===== src/rtl/ien_pkg.sv =====
package ien_pkg;
  localparam int unsigned DATA_W = 32;
  localparam int unsigned MODE_W = 3;
  localparam logic [MODE_W-1:0] MODE_OFF = '0;

  typedef enum logic [1:0] {
    OP_NONE,
    OP_SET_NUM,
    OP_CLR_NUM,
    OP_CLR_MASK
  } ien_op_e;
endpackage


===== src/rtl/ien_decode.sv =====
module ien_decode
  import ien_pkg::*;
#(
  parameter int unsigned        AW            = 16,
  parameter int unsigned        NWORDS        = 2,
  parameter logic [AW-1:0]      SET_NUM_OFF   = 16'h1EDC,
  parameter logic [AW-1:0]      CLR_NUM_OFF   = 16'h1FDC,
  parameter logic [AW-1:0]      CLR_MASK_BASE = 16'h1F00,
  localparam int unsigned       WIDX_W        = (NWORDS > 1) ? $clog2(NWORDS) : 1
) (
  input  logic              req_i,
  input  logic              we_i,
  input  logic [AW-1:0]     addr_i,
  output ien_op_e           op_o,
  output logic [WIDX_W-1:0] word_o,
  output logic              hit_o
);
  localparam logic [AW-1:0] MASK_END = CLR_MASK_BASE + AW'(4 * NWORDS);

  logic aligned, in_mask, is_set, is_clr;

  always_comb begin
    aligned = (addr_i[1:0] == 2'b00);
    in_mask = (addr_i >= CLR_MASK_BASE) && (addr_i < MASK_END);
    is_set  = (addr_i == SET_NUM_OFF);
    is_clr  = (addr_i == CLR_NUM_OFF);
    hit_o   = aligned && (is_set || is_clr || in_mask);
    word_o  = WIDX_W'((addr_i - CLR_MASK_BASE) >> 2);
    op_o    = OP_NONE;
    if (req_i && we_i && aligned) begin
      if (is_set)       op_o = OP_SET_NUM;
      else if (is_clr)  op_o = OP_CLR_NUM;
      else if (in_mask) op_o = OP_CLR_MASK;
    end
  end
endmodule


===== src/rtl/ien_num_dec.sv =====
module ien_num_dec
  import ien_pkg::*;
#(
  parameter int unsigned NSRC = 63
) (
  input  logic              clk_i,
  input  logic              rst_ni,
  input  logic              en_i,
  input  logic [DATA_W-1:0] num_i,
  output logic [NSRC-1:0]   vec_o
);
  // full-width compare: numbers with upper bits set never match
  for (genvar j = 0; j < NSRC; j++) begin : g_src
    assign vec_o[j] = en_i && (num_i == DATA_W'(j + 1));
  end

  AST_NUM_ONEHOT: assert property (@(posedge clk_i) disable iff (!rst_ni)
    $onehot0(vec_o));

  AST_NUM_ZERO_IGNORED: assert property (@(posedge clk_i) disable iff (!rst_ni)
    (num_i == '0) |-> (vec_o == '0));
endmodule


===== src/rtl/ien_mask_dec.sv =====
module ien_mask_dec
  import ien_pkg::*;
#(
  parameter int unsigned NSRC   = 63,
  parameter int unsigned NWORDS = 2,
  localparam int unsigned WIDX_W = (NWORDS > 1) ? $clog2(NWORDS) : 1
) (
  input  logic              en_i,
  input  logic [WIDX_W-1:0] word_i,
  input  logic [DATA_W-1:0] data_i,
  output logic [NSRC-1:0]   vec_o
);
  // source s lives at word s/32, bit s%32; source 0 has no slot
  for (genvar j = 0; j < NSRC; j++) begin : g_src
    localparam int unsigned SRC = j + 1;
    assign vec_o[j] = en_i && (word_i == WIDX_W'(SRC / 32)) && data_i[SRC % 32];
  end
endmodule


===== src/rtl/ien_bank.sv =====
module ien_bank
  import ien_pkg::*;
#(
  parameter int unsigned NSRC = 63
) (
  input  logic                   clk_i,
  input  logic                   rst_ni,
  input  logic [NSRC*MODE_W-1:0] mode_i,
  input  logic [NSRC-1:0]        set_i,
  input  logic [NSRC-1:0]        clr_i,
  output logic [NSRC-1:0]        en_o
);
  logic [NSRC-1:0] en_q;

  for (genvar j = 0; j < NSRC; j++) begin : g_src
    logic active;
    assign active = (mode_i[j*MODE_W +: MODE_W] != MODE_OFF);

    always_ff @(posedge clk_i or negedge rst_ni) begin
      if (!rst_ni)     en_q[j] <= 1'b0;
      else if (active) en_q[j] <= (en_q[j] | set_i[j]) & ~clr_i[j];
    end

    AST_INACTIVE_HOLD: assert property (@(posedge clk_i) disable iff (!rst_ni)
      (mode_i[j*MODE_W +: MODE_W] == MODE_OFF) |=> $stable(en_q[j]));

    AST_SET_TAKES: assert property (@(posedge clk_i) disable iff (!rst_ni)
      (set_i[j] && !clr_i[j] && mode_i[j*MODE_W +: MODE_W] != MODE_OFF) |=> en_q[j]);

    AST_CLR_TAKES: assert property (@(posedge clk_i) disable iff (!rst_ni)
      (clr_i[j] && mode_i[j*MODE_W +: MODE_W] != MODE_OFF) |=> !en_q[j]);
  end

  assign en_o = en_q;
endmodule


===== src/rtl/ien_ctrl.sv =====
module ien_ctrl
  import ien_pkg::*;
#(
  parameter int unsigned   NSRC          = 63,
  parameter int unsigned   AW            = 16,
  parameter logic [AW-1:0] SET_NUM_OFF   = 16'h1EDC,
  parameter logic [AW-1:0] CLR_NUM_OFF   = 16'h1FDC,
  parameter logic [AW-1:0] CLR_MASK_BASE = 16'h1F00
) (
  input  logic                   clk_i,
  input  logic                   rst_ni,
  input  logic                   req_i,
  input  logic                   we_i,
  input  logic [AW-1:0]          addr_i,
  input  logic [DATA_W-1:0]      wdata_i,
  input  logic [NSRC*MODE_W-1:0] mode_i,
  output logic [DATA_W-1:0]      rdata_o,
  output logic                   not_found_o,
  output logic [NSRC-1:0]        enable_o
);
  localparam int unsigned NWORDS = (NSRC + 1 + DATA_W - 1) / DATA_W;
  localparam int unsigned WIDX_W = (NWORDS > 1) ? $clog2(NWORDS) : 1;

  ien_op_e           op;
  logic [WIDX_W-1:0] word;
  logic              hit;
  logic [NSRC-1:0]   num_vec, mask_vec, set_vec, clr_vec;
  logic              nf_q;

  ien_decode #(
    .AW(AW), .NWORDS(NWORDS), .SET_NUM_OFF(SET_NUM_OFF),
    .CLR_NUM_OFF(CLR_NUM_OFF), .CLR_MASK_BASE(CLR_MASK_BASE)
  ) u_decode (
    .req_i(req_i), .we_i(we_i), .addr_i(addr_i),
    .op_o(op), .word_o(word), .hit_o(hit)
  );

  ien_num_dec #(.NSRC(NSRC)) u_num_dec (
    .clk_i(clk_i), .rst_ni(rst_ni),
    .en_i(op == OP_SET_NUM || op == OP_CLR_NUM),
    .num_i(wdata_i), .vec_o(num_vec)
  );

  ien_mask_dec #(.NSRC(NSRC), .NWORDS(NWORDS)) u_mask_dec (
    .en_i(op == OP_CLR_MASK), .word_i(word), .data_i(wdata_i), .vec_o(mask_vec)
  );

  assign set_vec = (op == OP_SET_NUM) ? num_vec : '0;
  assign clr_vec = ((op == OP_CLR_NUM) ? num_vec : '0) | mask_vec;

  ien_bank #(.NSRC(NSRC)) u_bank (
    .clk_i(clk_i), .rst_ni(rst_ni), .mode_i(mode_i),
    .set_i(set_vec), .clr_i(clr_vec), .en_o(enable_o)
  );

  always_ff @(posedge clk_i or negedge rst_ni) begin
    if (!rst_ni) nf_q <= 1'b0;
    else         nf_q <= req_i && !hit;
  end

  assign not_found_o = nf_q;
  assign rdata_o     = '0;

  AST_IDLE_HOLD: assert property (@(posedge clk_i) disable iff (!rst_ni)
    !(req_i && we_i) |=> $stable(enable_o));

  AST_NF_NO_EFFECT: assert property (@(posedge clk_i) disable iff (!rst_ni)
    (req_i && !hit) |=> (not_found_o && $stable(enable_o)));

  AST_HIT_NO_NF: assert property (@(posedge clk_i) disable iff (!rst_ni)
    (req_i && hit) |=> !not_found_o);
endmodule


===== config.mk =====
export PLATFORM = sky130hd
export DESIGN_NAME = ien_ctrl
export DESIGN_NICKNAME = d
export VERILOG_FILES = /design/src/rtl/ien_pkg.sv /design/src/rtl/ien_decode.sv /design/src/rtl/ien_num_dec.sv /design/src/rtl/ien_mask_dec.sv /design/src/rtl/ien_bank.sv /design/src/rtl/ien_ctrl.sv
export SDC_FILE = /design/constraint.sdc
export NUM_CORES = 1
export LEC_CHECK = 0
export ABC_AREA = 1
export ABC_CLOCK_PERIOD_IN_PS = 1130
export BUFFER_PORTS_ARGS = -buffer_cell sky130_fd_sc_hd__clkbuf_2
export CAP_MARGIN = 5
export CORE_AREA = 2 2 131 133
export CTS_BUF_LIST = sky130_fd_sc_hd__clkbuf_8
export DETAILED_ROUTE_END_ITERATION = 10
export DIE_AREA = 0 0 133 135
export MAX_ROUTING_LAYER = met4
export PLACE_DENSITY = 0.75
export SYNTH_ARGS = -nofsm -noshare
export SYNTH_HDL_FRONTEND = slang
export SYNTH_SLANG_ARGS = --single-unit

===== constraint.sdc =====
create_clock -name clk_i -period 1.13 [get_ports clk_i]
set_input_delay 0.339 -clock clk_i [delete_from_list [all_inputs] [get_ports clk_i]]
set_output_delay 0.339 -clock clk_i [all_outputs]
set_load 0.01 [all_outputs]

==> run metrics <==
Num CTS Buffers 9; Worst Path Arrival 2.29 ns; CP required roughly 1.4 ns; flops & latches, synth 64; Util after Layout approximately three fifths; DRT antenna net count 0; Initial Utilization 36.2%; initial antenna violation count 1; 1st-iter DRT viols 423; core area 0.0164 mm^2; post-synthesis cell count between 1k and 1.5k; gr ovfl total 0; total die area 0.0180 mm^2; I/O pin count 337; Post-layout nets ~1.7k; Final Wtd Congestion 0.906; Worst setup EP type flip-flop; most frequent cells in the layout nand2_1 (359), clkbuf_2 (286), inv_1 (141); DRC Markers 0; fin area 0.00963 mm^2; DP Wirelength 18.2 mm; Max VDD drop 0.000421 V; status complete, but fails checks; FF-to-FF path depth 7; worst setup path category input pin to flip-flop; commonest non-fill, non-tap cell in the layout nand2_1; htree depth 3; overall track demand over capacity in global routing a little over a quarter; first-pass GRT wire length 36.5 mm; largest net degree at the start of global routing 65; routed wire length 24.8 mm; Setup WS post-layout -0.885 ns; static leakage 0.00500 uW; Synth Warn # 0; Avg Cell Area, Syn 5.85 um^2; die width between 100 and 150 um; Setup Skew 0 ns; CTS sink cnt 64; Die Height 135 um; R2R setup slack 0.08 ns; crit share post-route 178%; Worst R2R Start u_bank.en_o[34]; site row count 47; Hold Vio Cnt, Final 0; Critical Path Fanout Max 6; Tmin final 2.02 ns; fraction of layout instances using a drive strength above 1 approximately 41%; sequential area share after synthesis 26.9%; CTS tree done; vias in the first global route between 7k and 8k; area delta synth->final 61.9%; # setup viols final 127; Via Count 8041; Final Non-Filler Cells 1663; Pins Over Slew Limit 0; worst skew pair latency 0.38 ns; WL/cell 14.9 um; clock slew seen by the registers of the worst setup and hold paths around 0.08 ns; placed instance area 0.00833 mm^2; drt first pass iters 5; Setup crit start kind input pin; crit path launch addr_i[10]; Synth cell types 25; Setup crit end u_bank.en_o[44]; Port Buffer Count about 300; failing checks negative setup slack; Via density around 4.8; root buf cell clkbuf_8; f_max 496 MHz; Hold Slack 0.172 ns; RSZ-0062 raised after global routing yes; max cap viols 0; pwr dens 555 mW/mm^2; Hold Path Class input pin to flip-flop; Cells after DPL 1587; RR Endpoint u_bank.en_o[34]; clock tree buffer depth 2; mapped cell area approximately 0.0059 mm^2
[how the worst min path moves through the flow]
| stage | cells after the start | start | end | slack [ns] |
|---|---|---|---|---|
| global route | 3 | req_i | not_found_o | 0.18 |
| global placement | 2 | rst_ni | u_bank.en_o[53] | 0.38 |
| floorplan | 0 | rst_ni | not_found_o | 0.04 |
| detailed placement | 2 | rst_ni | u_bank.en_o[53] | 0.38 |
| finish | 3 | req_i | not_found_o | 0.17 |
| CTS | 3 | req_i | not_found_o | 0.16 |
[critical path, stage by stage]
cell and delay [ns]:
clkbuf_2 0.09, nand2_1 0.05, nor3b_1 0.34, nand3_2 0.14, nand2_1 0.09, a21oi_2 0.05, ha_4 0.31, buf_12 0.13
nand3_4 0.10, nor2_4 0.16, nand2_1 0.08, nor2_2 0.14, nand3_1 0.08, nand2_1 0.07, nand2_1 0.05, nand2_1 0.05
inv_1 0.03
[per-stage QoR]
| stage | power (uW) | setup WS, ns | TNS, ns |
|---|---|---|---|
| after global routing | 5590 | -1.07 | -68.69 |
| after global placement | 3280 | -1.43 | -74.36 |
| after CTS | 5350 | -0.814 | -55.05 |
| final | 5350 | -0.885 | -56.97 |
| after detailed placement | 3300 | -1.46 | -77.59 |
| after floorplan | 2640 | -0.959 | -56.98 |
[flip-flops by register name, summed over array words and instances, names as in the netlist]
register	flops
not_found_o	1
u_bank.en_o	63
[timing repair]
action / CTS / global route
hold buffers: 1 / 0
cloned: 3 / 2
endpoints found under the hold margin: 61 / 0
endpoints found under the setup margin: 127 / 127
pin swaps: 30 / 52
setup buffers: 28 / 28
gates resized for setup: 68 / 105
[final cells by class]
type / count / area [um^2]
flip-flops and latches: 64 / 1600
fillers: 1533 / 6780
inverters: 150 / 566
repair buffers: 458 / 3080
multi-input cells: 755 / 3910
clock buffers: 13 / 179
diodes: 1 / 2.50
well taps: 220 / 275
clock inverters: 2 / 12.5
[Yosys cell counts, drive strengths merged]
| cell type | number | share of area [%] |
|---|---|---|
| nor2 | 106 | 7.6 |
| conb | 1 | 0.063 |
| nand2 | 372 | 24 |
| and2 | 1 | 0.11 |
| nor3b | 1 | 0.13 |
| inv | 150 | 9.5 |
| nor4 | 1 | 0.11 |
| a21oi | 3 | 0.25 |
| ha | 3 | 0.63 |
| dfrtp | 64 | 27 |
| clkbuf | 11 | 0.69 |
| buf | 67 | 7.6 |
| nand4 | 69 | 7.4 |
| nor3 | 4 | 0.34 |
| nand3 | 100 | 8.5 |
| or3 | 63 | 6.6 |
[layer usage]
metal  wire length, um  part of all wire, %  up-vias  track usage [%]
met5                 0                    0        -                -
li1                  -                    -     3980                -
met3              1780                  7.2       40             4.54
met2             12300                   50      355             45.6
met4               544                  2.2        0             9.20
met1             10200                   41     3666             32.1
[power breakdown]
group          switching (uW)  internal (uW)
Combinational             495            513
Clock                    1030           1020
Sequential              0.461           2290
Total                    1520           3830
[kinds of logic (layout without fill, tap and decap cells)]
group | count (synthesis) | count (layout) | synth area share, %
compound gates | 3 | 3 | 0.252
fa+ha+maj | 3 | 3 | 0.631
buf+inv | 228 | 623 | 17.8
flops | 64 | 64 | 26.9
other cells | 1 | 33 | 0.0631
simple gates | 717 | 717 | 54.3
No activity file was read; power rests on OpenSTA's default activity.
